File: src/rtl/adc_rb_pkg.sv
package adc_rb_pkg;

  typedef enum logic [1:0] {
    RK_NONE = 2'd0,
    RK_CHAN = 2'd1,
    RK_LAST = 2'd2,
    RK_STAT = 2'd3
  } rd_kind_e;

  // Address map: channels first, then latest result, then status.
  function automatic rd_kind_e decode_addr(input int unsigned addr, input int unsigned n_ch);
    if (addr < n_ch)            return RK_CHAN;
    else if (addr == n_ch)      return RK_LAST;
    else if (addr == n_ch + 1)  return RK_STAT;
    else                        return RK_NONE;
  endfunction

endpackage

File: src/rtl/adc_rb_channel.sv
module adc_rb_channel #(
  parameter int RES_W = 10
) (
  input  logic             clk,
  input  logic             rst,
  input  logic             wr,
  input  logic [RES_W-1:0] din,
  input  logic             rd_hit,
  input  logic             stat_clr,
  output logic [RES_W-1:0] data_q,
  output logic             eoc_q,
  output logic             ovr_q
);

  logic ovr_event;
  assign ovr_event = wr && eoc_q && !rd_hit;

  always_ff @(posedge clk) begin
    if (rst) begin
      data_q <= '0;
      eoc_q  <= 1'b0;
      ovr_q  <= 1'b0;
    end else begin
      if (wr) data_q <= din;

      if (wr)          eoc_q <= 1'b1;
      else if (rd_hit) eoc_q <= 1'b0;

      if (ovr_event)     ovr_q <= 1'b1;
      else if (stat_clr) ovr_q <= 1'b0;
    end
  end

  p_capture_r2: assert property (@(posedge clk) disable iff (rst)
    wr |=> (data_q == $past(din)));

  p_eoc_set_r2: assert property (@(posedge clk) disable iff (rst)
    wr |=> eoc_q);

  p_ovr_set_r3: assert property (@(posedge clk) disable iff (rst)
    (wr && eoc_q && !rd_hit) |=> ovr_q);

  p_eoc_clr_r5: assert property (@(posedge clk) disable iff (rst)
    (rd_hit && !wr) |=> !eoc_q);

  p_ovr_keep_r8: assert property (@(posedge clk) disable iff (rst)
    (stat_clr && wr && eoc_q && !rd_hit) |=> ovr_q);

  p_hold_r9: assert property (@(posedge clk) disable iff (rst)
    !wr |=> (data_q == $past(data_q)));

endmodule

File: src/rtl/adc_rb_global.sv
module adc_rb_global #(
  parameter int RES_W = 10
) (
  input  logic             clk,
  input  logic             rst,
  input  logic             wr,
  input  logic [RES_W-1:0] din,
  input  logic             rd_last,
  input  logic             stat_clr,
  output logic [RES_W-1:0] last_q,
  output logic             drdy_q,
  output logic             govr_q
);

  logic govr_event;
  assign govr_event = wr && drdy_q && !rd_last;

  always_ff @(posedge clk) begin
    if (rst) begin
      last_q <= '0;
      drdy_q <= 1'b0;
      govr_q <= 1'b0;
    end else begin
      if (wr) last_q <= din;

      if (wr)           drdy_q <= 1'b1;
      else if (rd_last) drdy_q <= 1'b0;

      if (govr_event)    govr_q <= 1'b1;
      else if (stat_clr) govr_q <= 1'b0;
    end
  end

  p_last_capture_r2: assert property (@(posedge clk) disable iff (rst)
    wr |=> (drdy_q && last_q == $past(din)));

  p_govr_set_r4: assert property (@(posedge clk) disable iff (rst)
    (wr && drdy_q && !rd_last) |=> govr_q);

  p_drdy_clr_r6: assert property (@(posedge clk) disable iff (rst)
    (rd_last && !wr) |=> !drdy_q);

  p_govr_keep_r8: assert property (@(posedge clk) disable iff (rst)
    (stat_clr && wr && drdy_q && !rd_last) |=> govr_q);

  p_last_hold_r9: assert property (@(posedge clk) disable iff (rst)
    !wr |=> (last_q == $past(last_q)));

endmodule

File: src/rtl/adc_rb_readmux.sv
module adc_rb_readmux
  import adc_rb_pkg::*;
#(
  parameter int N_CH   = 8,
  parameter int RES_W  = 10,
  parameter int STAT_W = 18,
  parameter int RD_W   = 18,
  parameter int ADDR_W = 4
) (
  input  rd_kind_e                      kind,
  input  logic [ADDR_W-1:0]             addr,
  input  logic [N_CH-1:0][RES_W-1:0]    chan_data,
  input  logic [RES_W-1:0]              last_data,
  input  logic [STAT_W-1:0]             status,
  output logic [RD_W-1:0]               rd_data
);

  always_comb begin
    rd_data = '0;
    unique case (kind)
      RK_CHAN: begin
        for (int i = 0; i < N_CH; i++) begin
          if (addr == ADDR_W'(i)) rd_data = RD_W'(chan_data[i]);
        end
      end
      RK_LAST: rd_data = RD_W'(last_data);
      RK_STAT: rd_data = RD_W'(status);
      default: rd_data = '0;
    endcase
  end

endmodule

File: src/rtl/adc_result_bank.sv
module adc_result_bank
  import adc_rb_pkg::*;
#(
  parameter  int N_CH   = 8,
  parameter  int RES_W  = 10,
  localparam int STAT_W = 2 * N_CH + 2,
  localparam int RD_W   = (STAT_W > RES_W) ? STAT_W : RES_W,
  localparam int ADDR_W = $clog2(N_CH + 2),
  localparam int CH_W   = $clog2(N_CH)
) (
  input  logic              clk,
  input  logic              rst,
  input  logic              conv_valid,
  output logic              conv_ready,
  input  logic [CH_W-1:0]   conv_ch,
  input  logic [RES_W-1:0]  conv_result,
  input  logic              conv_drop,
  input  logic              rd_en,
  input  logic [ADDR_W-1:0] rd_addr,
  output logic [RD_W-1:0]   rd_data
);

  localparam int OVR_LO  = N_CH;
  localparam int DRDY_B  = 2 * N_CH;
  localparam int GOVR_B  = 2 * N_CH + 1;

  rd_kind_e                   kind;
  logic                       accept;
  logic                       rd_last;
  logic                       stat_clr;
  logic [N_CH-1:0]            eoc_vec;
  logic [N_CH-1:0]            ovr_vec;
  logic [N_CH-1:0][RES_W-1:0] chan_data;
  logic [RES_W-1:0]           last_data;
  logic                       drdy;
  logic                       govr;
  logic [STAT_W-1:0]          status;

  assign conv_ready = !rst;
  assign accept     = conv_valid && conv_ready && !conv_drop;
  assign kind       = rd_en ? decode_addr(int'(rd_addr), N_CH) : RK_NONE;
  assign rd_last    = (kind == RK_LAST);
  assign stat_clr   = (kind == RK_STAT);

  for (genvar g = 0; g < N_CH; g++) begin : g_chan
    logic wr_g;
    logic rd_g;
    assign wr_g = accept && (conv_ch == CH_W'(g));
    assign rd_g = (kind == RK_CHAN) && (rd_addr == ADDR_W'(g));

    adc_rb_channel #(.RES_W(RES_W)) u_chan (
      .clk      (clk),
      .rst      (rst),
      .wr       (wr_g),
      .din      (conv_result),
      .rd_hit   (rd_g),
      .stat_clr (stat_clr),
      .data_q   (chan_data[g]),
      .eoc_q    (eoc_vec[g]),
      .ovr_q    (ovr_vec[g])
    );
  end

  adc_rb_global #(.RES_W(RES_W)) u_global (
    .clk      (clk),
    .rst      (rst),
    .wr       (accept),
    .din      (conv_result),
    .rd_last  (rd_last),
    .stat_clr (stat_clr),
    .last_q   (last_data),
    .drdy_q   (drdy),
    .govr_q   (govr)
  );

  always_comb begin
    status                       = '0;
    status[N_CH-1:0]             = eoc_vec;
    status[OVR_LO +: N_CH]       = ovr_vec;
    status[DRDY_B]               = drdy;
    status[GOVR_B]               = govr;
  end

  adc_rb_readmux #(
    .N_CH   (N_CH),
    .RES_W  (RES_W),
    .STAT_W (STAT_W),
    .RD_W   (RD_W),
    .ADDR_W (ADDR_W)
  ) u_rmux (
    .kind      (kind),
    .addr      (rd_addr),
    .chan_data (chan_data),
    .last_data (last_data),
    .status    (status),
    .rd_data   (rd_data)
  );

  p_unmapped_zero_r10: assert property (@(posedge clk) disable iff (rst)
    (rd_en && int'(rd_addr) > N_CH + 1) |-> (rd_data == '0));

  p_ready_r10: assert property (@(posedge clk) disable iff (rst)
    conv_valid |-> conv_ready);

endmodule

File: config.mk
export PLATFORM = sky130hd
export DESIGN_NAME = adc_result_bank
export DESIGN_NICKNAME = d
export VERILOG_FILES = /design/src/rtl/adc_rb_pkg.sv /design/src/rtl/adc_rb_channel.sv /design/src/rtl/adc_rb_global.sv /design/src/rtl/adc_rb_readmux.sv /design/src/rtl/adc_result_bank.sv
export SDC_FILE = /design/constraint.sdc
export NUM_CORES = 1
export LEC_CHECK = 0
export ABC_AREA = 1
export BUFFER_PORTS_ARGS = -buffer_cell sky130_fd_sc_hd__buf_4
export CORE_MARGIN = 8
export CORE_UTILIZATION = 59
export DETAILED_ROUTE_END_ITERATION = 12
export PLACE_DENSITY = 0.89
export SLEW_MARGIN = 20
export SYNTH_ARGS = -nofsm -noshare
export SYNTH_HDL_FRONTEND = slang
export SYNTH_SLANG_ARGS = --single-unit
File: constraint.sdc
create_clock -name clk -period 1.7 [get_ports clk]
set_clock_uncertainty 0.15 [all_clocks]
set_input_delay 0.34 -clock clk [delete_from_list [all_inputs] [get_ports clk]]
set_output_delay 0.34 -clock clk [all_outputs]
set_load 0.05 [all_outputs]
======== Yosys cells after proc, flatten, opt, wreduce, memory -nomap -nowiden ========
Index checks and enable logic that the tools add are counted.
cells by class
  reduce and logical (&&, ||, !) cells .... 67
  eq/ne operators ......................... 19
  order comparisons ....................... 1
  mux-type cells .......................... 41
operators with widths
  operator                                             number
  two-way mux 10 bit                                   8
  case mux 18 bit (3 select lines)                     1
  logical AND 1 bit                                    36
  nonzero test 2 bit                                   18
  two-way mux 1 bit                                    28
  equality test 4 x 3 -> 1 bit, second input constant  4
  equality test 3 bit, second input constant           4
  zero test 1 bit                                      11
  equality test 4 x 2 -> 1 bit, second input constant  2
  equality test 4 bit, second input constant           2
  two-way mux 2 bit                                    4
  equality test 3 x 2 -> 1 bit, second input constant  2
  equality test 2 bit, second input constant           2
  equality test 4 x 1 -> 1 bit, second input constant  1
  zero test 4 bit                                      1
  less-than comparator 4 bit, second input constant    1
  equality test 3 x 1 -> 1 bit, second input constant  1
  zero test 3 bit                                      1
  equality test 2 x 1 -> 1 bit, second input constant  1
word-level totals
  output and inout bits ................... 19
  register bits after elaboration ......... 108

======== Longest topological paths before layout ========
Gate-level depths: netlist of the first run.
  depth in word-level cells ............... 10
  mapped depth ............................ 10
  depth with buffers taken out ............ 10

======== Cells and area by module ========
From an unflattened synthesis of the first run, not the netlist that was laid out.
unflattened totals
  cell total of the unflattened synthesis .. 753
  area, all modules ....................... 5,567.8 um^2
by module, submodules not included
  module           cells each  sequential area each (um^2)  instances  area an instance (um^2)
  adc_rb_channel   53          240.2                        8          473.0
  adc_rb_readmux   228         0.0                          1          1,057.3
  adc_rb_global    53          240.2                        1          473.0
  adc_result_bank  48          0.0                          1          254.0

======== Worst setup path before layout of the first run ========
No wires, ideal clock.
  kind .................................... input -> output
  from .................................... input port rd_addr[0]
  to ...................................... output port rd_data[10]
  arrival time ............................ 1,646 ps
  stages on the path ...................... 7
  setup slack ............................. -436 ps
  data required time ...................... 1,210 ps
  buffers on the path ..................... 1
  cell sequence ........................... inv_1 > nor2_4 > nand3_2 > nand2_1 > nand2_2 > buf_2 > nor2_1
on the way
  cells in the longest elaborated chain, start to end .. 7
  elaborated cells between the ends (all ways) .. 11
  classes of those cells .................. order compare (1); eq/ne (5); mux (5)
RTL lines
  what                                                                 line                   source
  start: declaration                                                   adc_result_bank.sv:19  input logic [ADDR_W-1:0] rd_addr,
  equality test 4 bit                                                  adc_rb_pkg.sv:14       else if (addr == n_ch + 1) return RK_STAT;
  two-way mux 2 bit                                                    adc_rb_pkg.sv:14
  two-way mux 2 bit                                                    adc_rb_pkg.sv:13       else if (addr == n_ch) return RK_LAST;
  two-way mux 2 bit *                                                  adc_rb_pkg.sv:12       if (addr < n_ch) return RK_CHAN;
  two-way mux 2 bit *                                                  adc_result_bank.sv:41  assign kind = rd_en ? decode_addr(int'(rd_addr), N_CH) : RK_NONE;
  equality test 2 bit or equality test 2 x 1 -> 1 bit (tied branches)  adc_rb_readmux.sv:20   unique case (kind)
  case mux 18 bit (3 select lines) *                                   adc_rb_readmux.sv:20
  end: declaration                                                     adc_result_bank.sv:20  output logic [RD_W-1:0] rd_data
Every way passes the cells marked *; elsewhere a longest branch is shown, timed or not.

======== Worst setup path in the final report of the first run ========
  from .................................... input port rd_addr[3]
  to ...................................... output port rd_data[3]
on the way
  cells in the longest elaborated chain, start to end .. 10
  elaborated cells between the ends (all ways) .. 27
  classes of those cells .................. order compare (1); eq/ne (12); mux (13); reduce/logical (1)
RTL lines
  what                                line                  source
  zero test 4 bit                     adc_rb_readmux.sv:23  if (addr == ADDR_W'(i)) rd_data = RD_W'(chan_data[i]);
  two-way mux 10 bit (8 in series)    adc_rb_readmux.sv:23
  case mux 18 bit (3 select lines) *  adc_rb_readmux.sv:20
Marked as above.

==> metrics.md, run 1 <==
| Metric | Value |
|---|---|
| Slowest CP cell | `nor3_4` |
| Vias in the first global route | `4,976` |
| Setup WS post-layout | `-0.370 ns` |
| Worst Setup EP | `rd_data[3]` |
| Diodes inserted | `0` |
| Share of Yosys cell area claimed by the top area cell type | `43.3%` |
| Sequential element share of the synthesized area | `43.3%` |
| Clk slew on worst S/H paths | `0.11 ns` |
| Period utilization | `122%` |
| GPL Wtd Cong | `0.917` |
| Met2 GRT Util | `43.6%` |
| Worst Setup Start Kind | `input port` |
| Worst path required time | `1.21 ns` |
| Unrepaired setup endpoints after global routing | `true` |
| Port bufs | `40` |
| Initial antenna violation count | `0` |
| Outcome | `complete, but fails checks` |
| Avg Vias per Cell | `5.94` |
| CP dominant cell by count | `nand2_4` |
| Critical R2R Launch | `g_chan[4].u_chan.data_q[8]$_SDFFE_PP0P_` |
| Tmin final | `2.07 ns` |
| Die width | `108 um` |
| Slew Limit Fails | `0` |
| Clk_lat worst skew | `0.38 ns` |
| CP Cell Sequence | `buf_12 -> inv_6 -> nand2_4 -> nor3_4 -> buf_6 -> nand2_2 -> nand4_1 -> nand2_1 -> nand2_4 -> buf_8` |
| Worst path depth | `10` |
| Core ar. | `8220 um2` |
| Num rows | `33` |
| Cts bufs inserted | `9` |
| Clk sink count | `108` |
| Reg2reg path depth | `2` |
| Main area contributors after synthesis | `dfxtp_1 (43%), o21ai_0 (8.0%), nand2_1 (7.8%)` |
| CP max FO | `6` |
| Die height | `108 um` |
| ANT nets after route | `0` |
| Achievable Freq | `483 MHz` |
| Synthesized Nets | `705` |
| Drt wl/cell | `17.9 um` |
| GRT Total Usage | `26.0%` |
| Setup violations, final | `18` |
| FF+latch count, synth | `108` |
| RR Endpoint | `g_chan[4].u_chan.data_q[8]$_SDFFE_PP0P_` |
| Largest net degree at the start of global routing | `51` |
| Leakage | `2.77 nW` |
| Clock Root Buffer | `clkbuf_8` |
| Cells after synthesis | `683` |
| Share of cells above drive strength 1 | `30.8%` |
| Initial core utilization | `60.8%` |
| Arr. time, crit path | `1.58 ns` |
| CTS tree | `yes` |
| Most frequent cells in the layout | `dfxtp_1 (105), nor2_1 (79), o21ai_0 (74), a21oi_1 (71), nand2_1 (70)` |
| IO Pins | `41` |
| Buf/Inv on CP | `4` |
| DP HPWL | `9760 um` |
| GR Util met1 | `31.3%` |
| Mapped Area | `5000 um2` |
| Gr busiest metal | `met2` |
| Least-Margin Pin Slew | `0.358 ns` |
| Number of synthesis warnings | `0` |
| Max-slew headroom | `76.1%` |
| VDD IR max | `0.398 mV` |
| Met3 usage | `3.75%` |
| Max-Cap Viols | `0` |
| Failing checks | `setup timing` |
| Most common cell after layout, fill and taps aside | `dfxtp_1` |
| CP Class | `in2out` |
| Final core utilization | `80.2%` |
| Die area | `11,700 um2` |
| Setup crit end kind | `output port` |
| # hold bufs at CTS | `0` |
| Drt first pass iters | `5` |
| Fillers | `504` |
| Final net count | `783` |
| Hold Path Class | `in2reg` |
| Power density cells | `724 nW/um2` |
| Routed wire length | `15,600 um` |
| Hold Path Depth | `3` |
| Sum Neg Setup Slack | `-5.25 ns` |
| Largest stage delay, worst path | `0.29 ns` |
| Area grow syn2layout | `31.8%` |
| CP delay by family, top | `simple AND/OR/NAND/NOR gates` |
| Hold Fails Final Rpt | `0` |
| Crit path launch | `rd_addr[3]` |
| Clock buffer depth | `2` |
| Mapped Avg Cell Area | `7.32 um2` |
| H-tree Lvls | `3` |
| Distinct cells, synth | `27` |
| First DRT Iteration DRCs | `488` |
| Total power | `4.77 mW` |
| Overflow after GRT | `0` |
| # DRC | `0` |
| Area leader, netlist | `dfxtp_1` |
| Worst R2R Setup Slack | `0.78 ns` |
| Global-route wire length before repair | `24,300 um` |
| Via count | `5,176` |
==> report_power, final <==
group          internal [mW]  leakage, nW  total [mW]  switching (mW)
clock                  0.729        0.103        1.62           0.890
sequential              2.57        0.875        2.60          0.0246
combinational          0.196         1.80       0.557           0.361
total                   3.50         2.77        4.77            1.28
==> layer usage <==
layer	vias up	wire, um	share of wire, %
met5	-	0	0
met1	2358	5810	37
met3	78	1570	10
met4	0	772	5.0
li1	2398	-	-
met2	342	7430	48
==> synthesized netlist by cell type, drive strengths merged <==
master / n
buf: 20
nand3: 52
a21oi: 84
nand2: 107
clkinv: 9
or2: 1
o31ai: 1
clkbuf: 15
dfxtp: 108
a211oi: 4
nor2: 111
nand4: 10
o21ai: 96
o22ai: 1
inv: 63
nor3: 1
==> per-stage QoR <==
step | hold WS (ns) | cells | setup slack [ns] | instance area (um2)
global route | 0.160 | 871 | -0.403 | 6590
detailed placement | 0.301 | 846 | -0.460 | 5830
CTS | 0.141 | 870 | -0.319 | 6500
floorplan | 0.268 | 683 | -0.0592 | 5200
finish | 0.151 | 871 | -0.370 | 6590
global placement | 0.294 | 846 | -0.431 | 5830
==> cell type report <==
class,count,area [um2],share of cell area (%)
clock buffer,11,141,2.15
clock inverter,5,61.3,0.930
inverter,72,303,4.60
multi-input combinational,469,2780,42.1
sequential,108,2170,32.9
tap,105,131,1.99
timing repair buffer,100,1000,15.2
timing repair inverter,1,11.3,0.171
==> how the worst min path moves through the flow <==
stage                                             from                                       to  slack (ns)
6_report                                conv_result[1]  g_chan[2].u_chan.data_q[1]$_SDFFE_PP0P_        0.15
5_1_grt                                 conv_result[1]  g_chan[2].u_chan.data_q[1]$_SDFFE_PP0P_        0.16
4_1_cts                                 conv_result[1]  g_chan[7].u_chan.data_q[1]$_SDFFE_PP0P_        0.14
3_5_place_dp   g_chan[3].u_chan.data_q[1]$_SDFFE_PP0P_  g_chan[3].u_chan.data_q[1]$_SDFFE_PP0P_        0.30
3_3_place_gp   g_chan[3].u_chan.data_q[9]$_SDFFE_PP0P_  g_chan[3].u_chan.data_q[9]$_SDFFE_PP0P_        0.29
2_1_floorplan                                      rst          u_global.last_q[9]$_SDFFE_PP0P_        0.27
==> worst reg2reg max path: stages (launching register included) <==
cell and delay [ns]:
dfxtp_1 0.34, o21ai_0 0.24, a21oi_1 0.08
==> registers in the layout, indices dropped and copies added (netlist names) <==
register,count
g_chan.u_chan.ovr_q,8
g_chan.u_chan.data_q,80
u_global.last_q,10
u_global.govr_q,1
g_chan.u_chan.eoc_q,8
u_global.drdy_q,1
==> timing repair <==
item                                    CTS  global route
resized for setup                       121            22
pin swaps                                37             7
gates cloned                              4             1
endpoints found under the setup margin   18            18
setup buffers                             4             0
==> cells by family (layout without fill, tap and decap cells) <==
logic type	count (synthesis)	after routing	synth area share, %
flip-flops	108	108	43.3
AND/OR/NAND/NOR	282	283	27.8
AO/OA/AOI/OAI	186	186	19.4
buffers and inverters	107	189	9.54
(Power assumes the default switching activity.)
==> inputs of run 2 (changes only) <==
--- a/config.mk
+++ b/config.mk
@@ -8,10 +8,11 @@
 export ABC_AREA = 1
 export BUFFER_PORTS_ARGS = -buffer_cell sky130_fd_sc_hd__buf_4
 export CORE_MARGIN = 8
-export CORE_UTILIZATION = 59
+export CORE_UTILIZATION = 45
+export CTS_BUF_LIST = sky130_fd_sc_hd__clkbuf_8
 export DETAILED_ROUTE_END_ITERATION = 12
-export PLACE_DENSITY = 0.89
-export SLEW_MARGIN = 20
+export PLACE_DENSITY = 0.73
+export SLEW_MARGIN = 5
 export SYNTH_ARGS = -nofsm -noshare
 export SYNTH_HDL_FRONTEND = slang
 export SYNTH_SLANG_ARGS = --single-unit
==> metrics.md, run 2 (synthesized netlist as in run 1, its figures left out) <==
| Metric | Value |
|---|---|
| Reg2reg path depth | `2 (unchanged)` |
| Failing checks | `setup timing` |
| Via count | `4,969 (-4.0%)` |
| Min-delay src | `conv_result[0]` |
| Initial antenna violation count | `0 (unchanged)` |
| First DRT Iteration DRCs | `464 (-4.9%)` |
| CTS tree | `yes` |
| Combinational fraction of design power | `12.5% (+0.8 points)` |
| Setup violations, final | `18 (unchanged)` |
| Clk slew on worst S/H paths | `0.11 ns (about the same)` |
| Worst R2R Setup Slack | `0.79 ns (about the same)` |
| VDD IR max | `0.382 mV (-4.0%)` |
| Achievable Freq | `494 MHz (+2.2%)` |
| Switch Pwr | `1.26 mW (-1.1%)` |
| Max-Cap Viols | `0 (unchanged)` |
| Hold Path Class | `in2reg` |
| DP HPWL | `9920 um (+1.7%)` |
| Hold Path Depth | `3 (unchanged)` |
| Setup WS post-layout | `-0.325 ns (+0.0451 ns)` |
| Worst Setup Start Kind | `input port` |
| Clk sink count | `108 (unchanged)` |
| Avg Vias per Cell | `5.45 (-8.3%)` |
| Port bufs | `40 (unchanged)` |
| Clock buffer depth | `2 (unchanged)` |
| Place WS | `-0.432 ns (+0.0280 ns)` |
| Drt wl/cell | `16.8 um (-6.2%)` |
| Buf/Inv on CP | `4 (unchanged)` |
| Outcome | `complete, but fails checks` |
| IO Pins | `41 (unchanged)` |
| Unrepaired setup endpoints after global routing | `true` |
| RR Endpoint | `g_chan[3].u_chan.ovr_q$_SDFFE_PP0P_` |
| P_int | `3.36 mW (-4.1%)` |
| Power density cells | `681 nW/um2 (-6.1%)` |
| Die width | `121 um (+12%)` |
| Most frequent cells in the layout | `dfxtp_1 (108), nand2_1 (78), nor2_1 (77), a21oi_1 (77), o21ai_0 (74)` |
| Max reg flops | `80 (unchanged)` |
| Most common cell after layout, fill and taps aside | `dfxtp_1` |
| Share of cells above drive strength 1 | `30.6% (-0.24 points)` |
| Largest Register | `g_chan.u_chan.data_q` |
| Largest net degree at the start of global routing | `49 (-3.9%)` |
| H-tree Lvls | `3 (unchanged)` |
| CP Cell Sequence | `buf_12 -> nor2_4 -> buf_12 -> clkbuf_16 -> nand3_2 -> nand3_2 -> nor2_2 -> nand4_1 -> nand2_2 -> nand2_4 -> buf_8` |
| Clk_lat worst skew | `0.37 ns (about the same)` |
| ANT nets after route | `0 (unchanged)` |
| Setup crit end kind | `output port` |
| Die area | `14,700 um2 (+26%)` |
| Final net count | `789 (+0.77%)` |
| Leakage | `2.88 nW (+3.9%)` |
| Vias in the first global route | `4,872 (-2.1%)` |
| Slew Limit Fails | `0 (unchanged)` |
| Least-Margin Pin Slew | `0.350 ns (-0.00834 ns)` |
| CP Class | `in2out` |
| Num rows | `38 (+15%)` |
| Drt first pass iters | `6 (+1)` |
| Global-route wire length before repair | `24,600 um (+1.3%)` |
| Overflow after GRT | `0 (unchanged)` |
| Total power | `4.62 mW (-3.3%)` |
| Largest stage delay, worst path | `0.16 ns (-0.13 ns)` |
| Sum Neg Setup Slack | `-5.05 ns (+0.202 ns)` |
| Period utilization | `119% (-2.7 points)` |
| Cts bufs inserted | `9 (unchanged)` |
| Tmin final | `2.02 ns (-0.0451 ns)` |
| Clk pwr share | `31.2% (-2.7 points)` |
| Worst Hold End | `g_chan[1].u_chan.data_q[0]$_SDFFE_PP0P_` |
| CP delay by family, top | `simple AND/OR/NAND/NOR gates` |
| Area grow syn2layout | `35.7%` |
| Core ar. | `10,800 um2 (+32%)` |
| # hold bufs at CTS | `0 (unchanged)` |
| Diodes inserted | `0 (unchanged)` |
| Flop pwr share | `56.2% (+1.8 points)` |
| Arr. time, crit path | `1.53 ns (-0.05 ns)` |
| Critical R2R Launch | `g_chan[3].u_chan.eoc_q$_SDFFE_PP0P_` |
| Hold Fails Final Rpt | `0 (unchanged)` |
| Die height | `121 um (+12%)` |
| Initial core utilization | `46.1% (-15 points)` |
| Worst path required time | `1.21 ns (about the same)` |
| Hold Slack | `0.150 ns (-0.00172 ns)` |
| Regs by FF count | `g_chan.u_chan.data_q x80, u_global.last_q x10` |
| Clock Root Buffer | `clkbuf_8` |
| Max-slew headroom | `76.6% (+0.56 points)` |
| Slowest CP cell | `buf_12` |
| GRT Total Usage | `20.8% (-5.2 points)` |
| Sw Share | `27.3% (+0.61 points)` |
| CP max FO | `7 (+1)` |
| Routed wire length | `15,300 um (-1.8%)` |
| GPL Wtd Cong | `0.944 (+3.0%)` |
| # DRC | `0 (unchanged)` |
-- run 2: cell type report --
| cell class | count | area (um2) |
|---|---|---|
| clock buffer | 10 | 138 |
| clock inverter | 6 | 33.8 |
| sequential | 108 | 2160 |
| multi-input combinational | 468 | 2790 |
| inverter | 72 | 290 |
| timing repair buffer | 108 | 1200 |
| fill | 921 | 4060 |
| tap | 140 | 175 |
-- run 2: power by group through the flow --
stage                     Clock, mW  Sequential [mW]  Combinational (mW)
after floorplan                   0             2.65               0.279
after global placement            0             2.65               0.454
after detailed placement          0             2.65               0.463
after CTS                      1.43             2.59               0.545
after global routing           1.56             2.60               0.618
final                          1.44             2.60               0.579
-- run 2: timing repair --
action	in CTS	in global routing
setup buffers	5	1
pin swaps	22	28
resized for setup	90	45
gates cloned	8	1
endpoints found under the setup margin	18	18
-- run 2: worst max-delay path by stage --
stage          startpoint          end  slack (ns)  depth (start not counted)
6_report       rd_addr[3]   rd_data[9]       -0.32                         11
5_1_grt        rd_addr[1]   rd_data[3]       -0.37                         11
4_1_cts        rd_addr[2]   rd_data[2]       -0.33                         11
3_5_place_dp   rd_addr[2]   rd_data[0]       -0.43                         10
3_3_place_gp   rd_addr[1]   rd_data[5]       -0.44                          9
2_1_floorplan  rd_addr[0]  rd_data[10]       -0.06                          7
-- run 2: worst min-delay path: stages --
cell,delay [ns]
buf_4,0.16
nor2_1,0.06
nor2_1,0.08
-- run 2: through the flow --
stage / util (%) / std cells / cell area (um2)
floorplan: - / 683 / 5200
global placement: 54.5 / 881 / 5910
detailed placement: 54.5 / 881 / 5910
CTS: 60.6 / 910 / 6570
global route: 62.6 / 912 / 6790
finish: 62.6 / 912 / 6790
-- run 2: routing by layer --
metal	global-route usage (%)	up-vias	routed length (um)
met5	0	-	0
li1	-	2401	-
met3	3.63	33	1070
met4	8.02	0	372
met1	26.2	2338	6470
met2	34.7	197	7400
==> inputs of run 3 (changes only) <==
--- a/config.mk
+++ b/config.mk
@@ -11,8 +11,9 @@
 export CORE_UTILIZATION = 45
 export CTS_BUF_LIST = sky130_fd_sc_hd__clkbuf_8
 export DETAILED_ROUTE_END_ITERATION = 12
-export PLACE_DENSITY = 0.73
+export PLACE_DENSITY = 0.72
 export SLEW_MARGIN = 5
 export SYNTH_ARGS = -nofsm -noshare
 export SYNTH_HDL_FRONTEND = slang
+export SYNTH_HIERARCHICAL = 1
 export SYNTH_SLANG_ARGS = --single-unit
==> metrics.md, run 3 <==
| Metric | Value |
|---|---|
| H-tree Lvls | `3 (unchanged)` |
| Post-synthesis mux area share | `0% (unchanged)` |
| Power density cells | `690 nW/um2 (+1.4%)` |
| Number of synthesis warnings | `6 (+6)` |
| CP max FO | `8 (+1)` |
| Total power | `4.83 mW (+4.7%)` |
| Least-Margin Pin Slew | `0.722 ns (+0.372 ns)` |
| Max reg flops | `80 (unchanged)` |
| Cells after synthesis | `753 (+10%)` |
| Leakage | `2.48 nW (-14%)` |
| Hold Path Class | `in2reg` |
| Num rows | `40 (+5.3%)` |
| Main area contributors after synthesis | `dfxtp_1 (39%), nand2_1 (17%), a21oi_2 (16%)` |
| Vias in the first global route | `4,826 (-0.94%)` |
| FF+latch count, synth | `108 (unchanged)` |
| Share of cells above drive strength 1 | `38.0% (+7.5 points)` |
| Global-route wire length before repair | `24,900 um (+1.3%)` |
| Cts bufs inserted | `9 (unchanged)` |
| Hold Slack | `0.136 ns (-0.0137 ns)` |
| Combinational fraction of design power | `12.2% (-0.3 points)` |
| Final net count | `838 (+6.2%)` |
| Distinct cells, synth | `31 (+15%)` |
| Drt wl/cell | `15.3 um (-8.8%)` |
| First DRT Iteration DRCs | `394 (-15%)` |
| Async SR Flop Fraction | `0% (unchanged)` |
| Core ar. | `12,100 um2 (+11%)` |
| Outcome | `complete, but fails checks` |
| Initial antenna violation count | `0 (unchanged)` |
| Setup violations, final | `18 (unchanged)` |
| IO Pins | `41 (unchanged)` |
| Hold Fails Final Rpt | `0 (unchanged)` |
| Synthesized Nets | `775 (+9.9%)` |
| Slew Limit Fails | `0 (unchanged)` |
| # DRC | `0 (unchanged)` |
| Fillers | `1,072 (+16%)` |
| XOR/XNOR Fraction of Synth Area | `0% (unchanged)` |
| Via count | `5,035 (+1.3%)` |
| # hold bufs at CTS | `0 (unchanged)` |
| Setup crit end kind | `output port` |
| Clk_lat worst skew | `0.37 ns (about the same)` |
| VDD IR max | `0.373 mV (-2.3%)` |
| Post-Synth Simple-Gate Area | `30.9% (+3.1 points)` |
| Top-count cell post-synth | `nand2_1` |
| Largest Register | `g_chan.u_chan/data_q` |
| Arr. time, crit path | `1.56 ns (+0.03 ns)` |
| GPL Wtd Cong | `0.812 (-14%)` |
| Clk pwr share | `34.6% (+3.4 points)` |
| Switch Pwr | `1.25 mW (-1.1%)` |
| Flop pwr share | `53.1% (-3.1 points)` |
| Area grow syn2layout | `25.8%` |
| Synth Area in Adders | `0% (unchanged)` |
| ANT nets after route | `0 (unchanged)` |
| Diodes inserted | `0 (unchanged)` |
| Max-slew headroom | `51.9% (-25 points)` |
| Achievable Freq | `489 MHz (-1.0%)` |
| CP Class | `in2out` |
| Placed insts | `965 (+9.5%)` |
| Worst path required time | `1.21 ns (about the same)` |
| Tmin final | `2.05 ns (+0.0212 ns)` |
| Largest net degree at the start of global routing | `109 (+120%)` |
| Sequential element share of the synthesized area | `38.8% (-4.4 points)` |
| CTS tree | `yes` |
| Mapped Avg Cell Area | `7.39 um2 (+1.0%)` |
| Clock buffer depth | `2 (unchanged)` |
| Drt first pass iters | `7 (+1)` |
| Unrepaired setup endpoints after global routing | `true` |
| GRT Total Usage | `19.2% (-1.6 points)` |
| Clock Root Buffer | `clkbuf_8` |
| Mapped Area | `5570 um2 (+11%)` |
| Sum Neg Setup Slack | `-4.43 ns (+0.616 ns)` |
| Largest family of logic cells by synthesized area | `simple AND/OR/NAND/NOR gates` |
| Regs by FF count | `g_chan.u_chan/data_q x80, u_global/last_q x10` |
| Worst Setup Start Kind | `input port` |
| Non-filler instance count after layout | `988 (+8.3%)` |
| Initial core utilization | `46.2% (+0.051 points)` |
| Max-Cap Viols | `0 (unchanged)` |
| Clk sink count | `108 (unchanged)` |
| Post-synth EDFFs | `0 (unchanged)` |
| DP HPWL | `10,300 um (+3.7%)` |
| Die width | `127 um (+4.8%)` |
| Compound-Gate Fraction of Synth Area | `19.1% (-0.32 points)` |
| Synth Flop Type | `dfxtp_1` |
| P_int | `3.59 mW (+6.8%)` |
| Setup WS post-layout | `-0.346 ns (-0.0212 ns)` |
| Clk slew on worst S/H paths | `0.10 ns (about the same)` |
| Die height | `127 um (+4.8%)` |
| Most frequent cells in the layout | `nand2_1 (230), a21oi_2 (108), dfxtp_1 (106), nand3_1 (60), inv_1 (56)` |
| Die area | `16,200 um2 (+9.9%)` |
| Routed wire length | `15,100 um (-1.2%)` |
| Sw Share | `25.8% (-1.5 points)` |
| Share of Yosys cell area claimed by the top area cell type | `38.8% (-4.4 points)` |
| Most frequent cells after synthesis | `nand2_1 (256), dfxtp_1 (108), a21oi_2 (99), nand3_1 (67), inv_1 (63)` |
| Failing checks | `setup timing` |
| Period utilization | `120% (+1.2 points)` |
| Overflow after GRT | `0 (unchanged)` |
| Most common cell after layout, fill and taps aside | `nand2_1` |
| Port bufs | `40 (unchanged)` |
| Area leader, netlist | `dfxtp_1` |
| Avg Vias per Cell | `5.10 (-6.5%)` |
## run 3: cell families (layout without fill, tap and decap cells)
logic type             count (synthesis)  after routing
AOI/OAI and AO/OA                    137            137
and+or+nand+nor                      392            394
DFF                                  108            108
buffers and inverters                116            181
## run 3: per-stage QoR
| step | instance area (um2) | setup WS (ns) | util, % |
|---|---|---|---|
| 2_1_floorplan | 5850 | -0.0706 | - |
| 3_3_place_gp | 6380 | -0.502 | 52.9 |
| 3_5_place_dp | 6380 | -0.526 | 52.9 |
| 4_1_cts | 6910 | -0.357 | 57.3 |
| 5_1_grt | 7010 | -0.395 | 58.1 |
| 6_report | 7010 | -0.346 | 58.1 |
## run 3: metal layers
layer | GRT usage [%] | wire (um) | up-vias
li1 | - | - | 2533
met1 | 25.0 | 6890 | 2323
met2 | 30.7 | 6970 | 150
met3 | 3.04 | 861 | 29
met4 | 8.61 | 408 | 0
met5 | 0 | 0 | -
## run 3: worst max-delay path, stage by stage
cell     delay [ns]
buf_12         0.12
buf_12         0.13
nor2_4         0.15
buf_12         0.15
nand3_2        0.06
nand2_1        0.07
inv_1          0.04
nand4_1        0.09
nand2_1        0.07
nand2_1        0.07
nand2_2        0.07
nand2_4        0.06
buf_8          0.14
## run 3: path summary, 6_finish.rpt
check | start | endpoint | slack [ns] | cells past startpoint
worst max register to register | g_chan[1].u_chan/eoc_q$_SDFFE_PP0P_ | g_chan[1].u_chan/ovr_q$_SDFFE_PP0P_ | 0.83 | 2
worst min-delay path | conv_result[8] | g_chan[0].u_chan/data_q[8]$_SDFFE_PP0P_ | 0.14 | 3
worst max-delay path | rd_addr[1] | rd_data[6] | -0.35 | 13
worst min register to register | g_chan[5].u_chan/ovr_q$_SDFFE_PP0P_ | g_chan[5].u_chan/ovr_q$_SDFFE_PP0P_ | 0.32 | 2
## run 3: final cells by class
cell class	instances	area, um2	area share (%)
inverter	78	319	4.55
timing repair buffer	87	933	13.3
multi-input combinational	531	3160	45.2
clock buffer	9	124	1.77
sequential	108	2160	30.9
clock inverter	6	81.3	1.16
tap	168	210	3.00
timing repair inverter	1	8.76	0.125
## run 3: power groups by stage
stage,sequential [mW],combinational [mW],clock [mW]
2_1_floorplan,2.62,0.307,0
3_3_place_gp,2.63,0.518,0
3_5_place_dp,2.63,0.522,0
4_1_cts,2.57,0.579,1.70
5_1_grt,2.57,0.633,1.83
6_report,2.57,0.591,1.67
## run 3: timing repair
| item | 4_1_cts | 5_1_grt |
|---|---|---|
| buffers inserted | 3 | 2 |
| setup endpoints to repair | 18 | 18 |
| endpoints found under the hold margin | 0 | 0 |
| pin swaps | 32 | 35 |
| cloned | 4 | 0 |
| resized for setup | 65 | 30 |
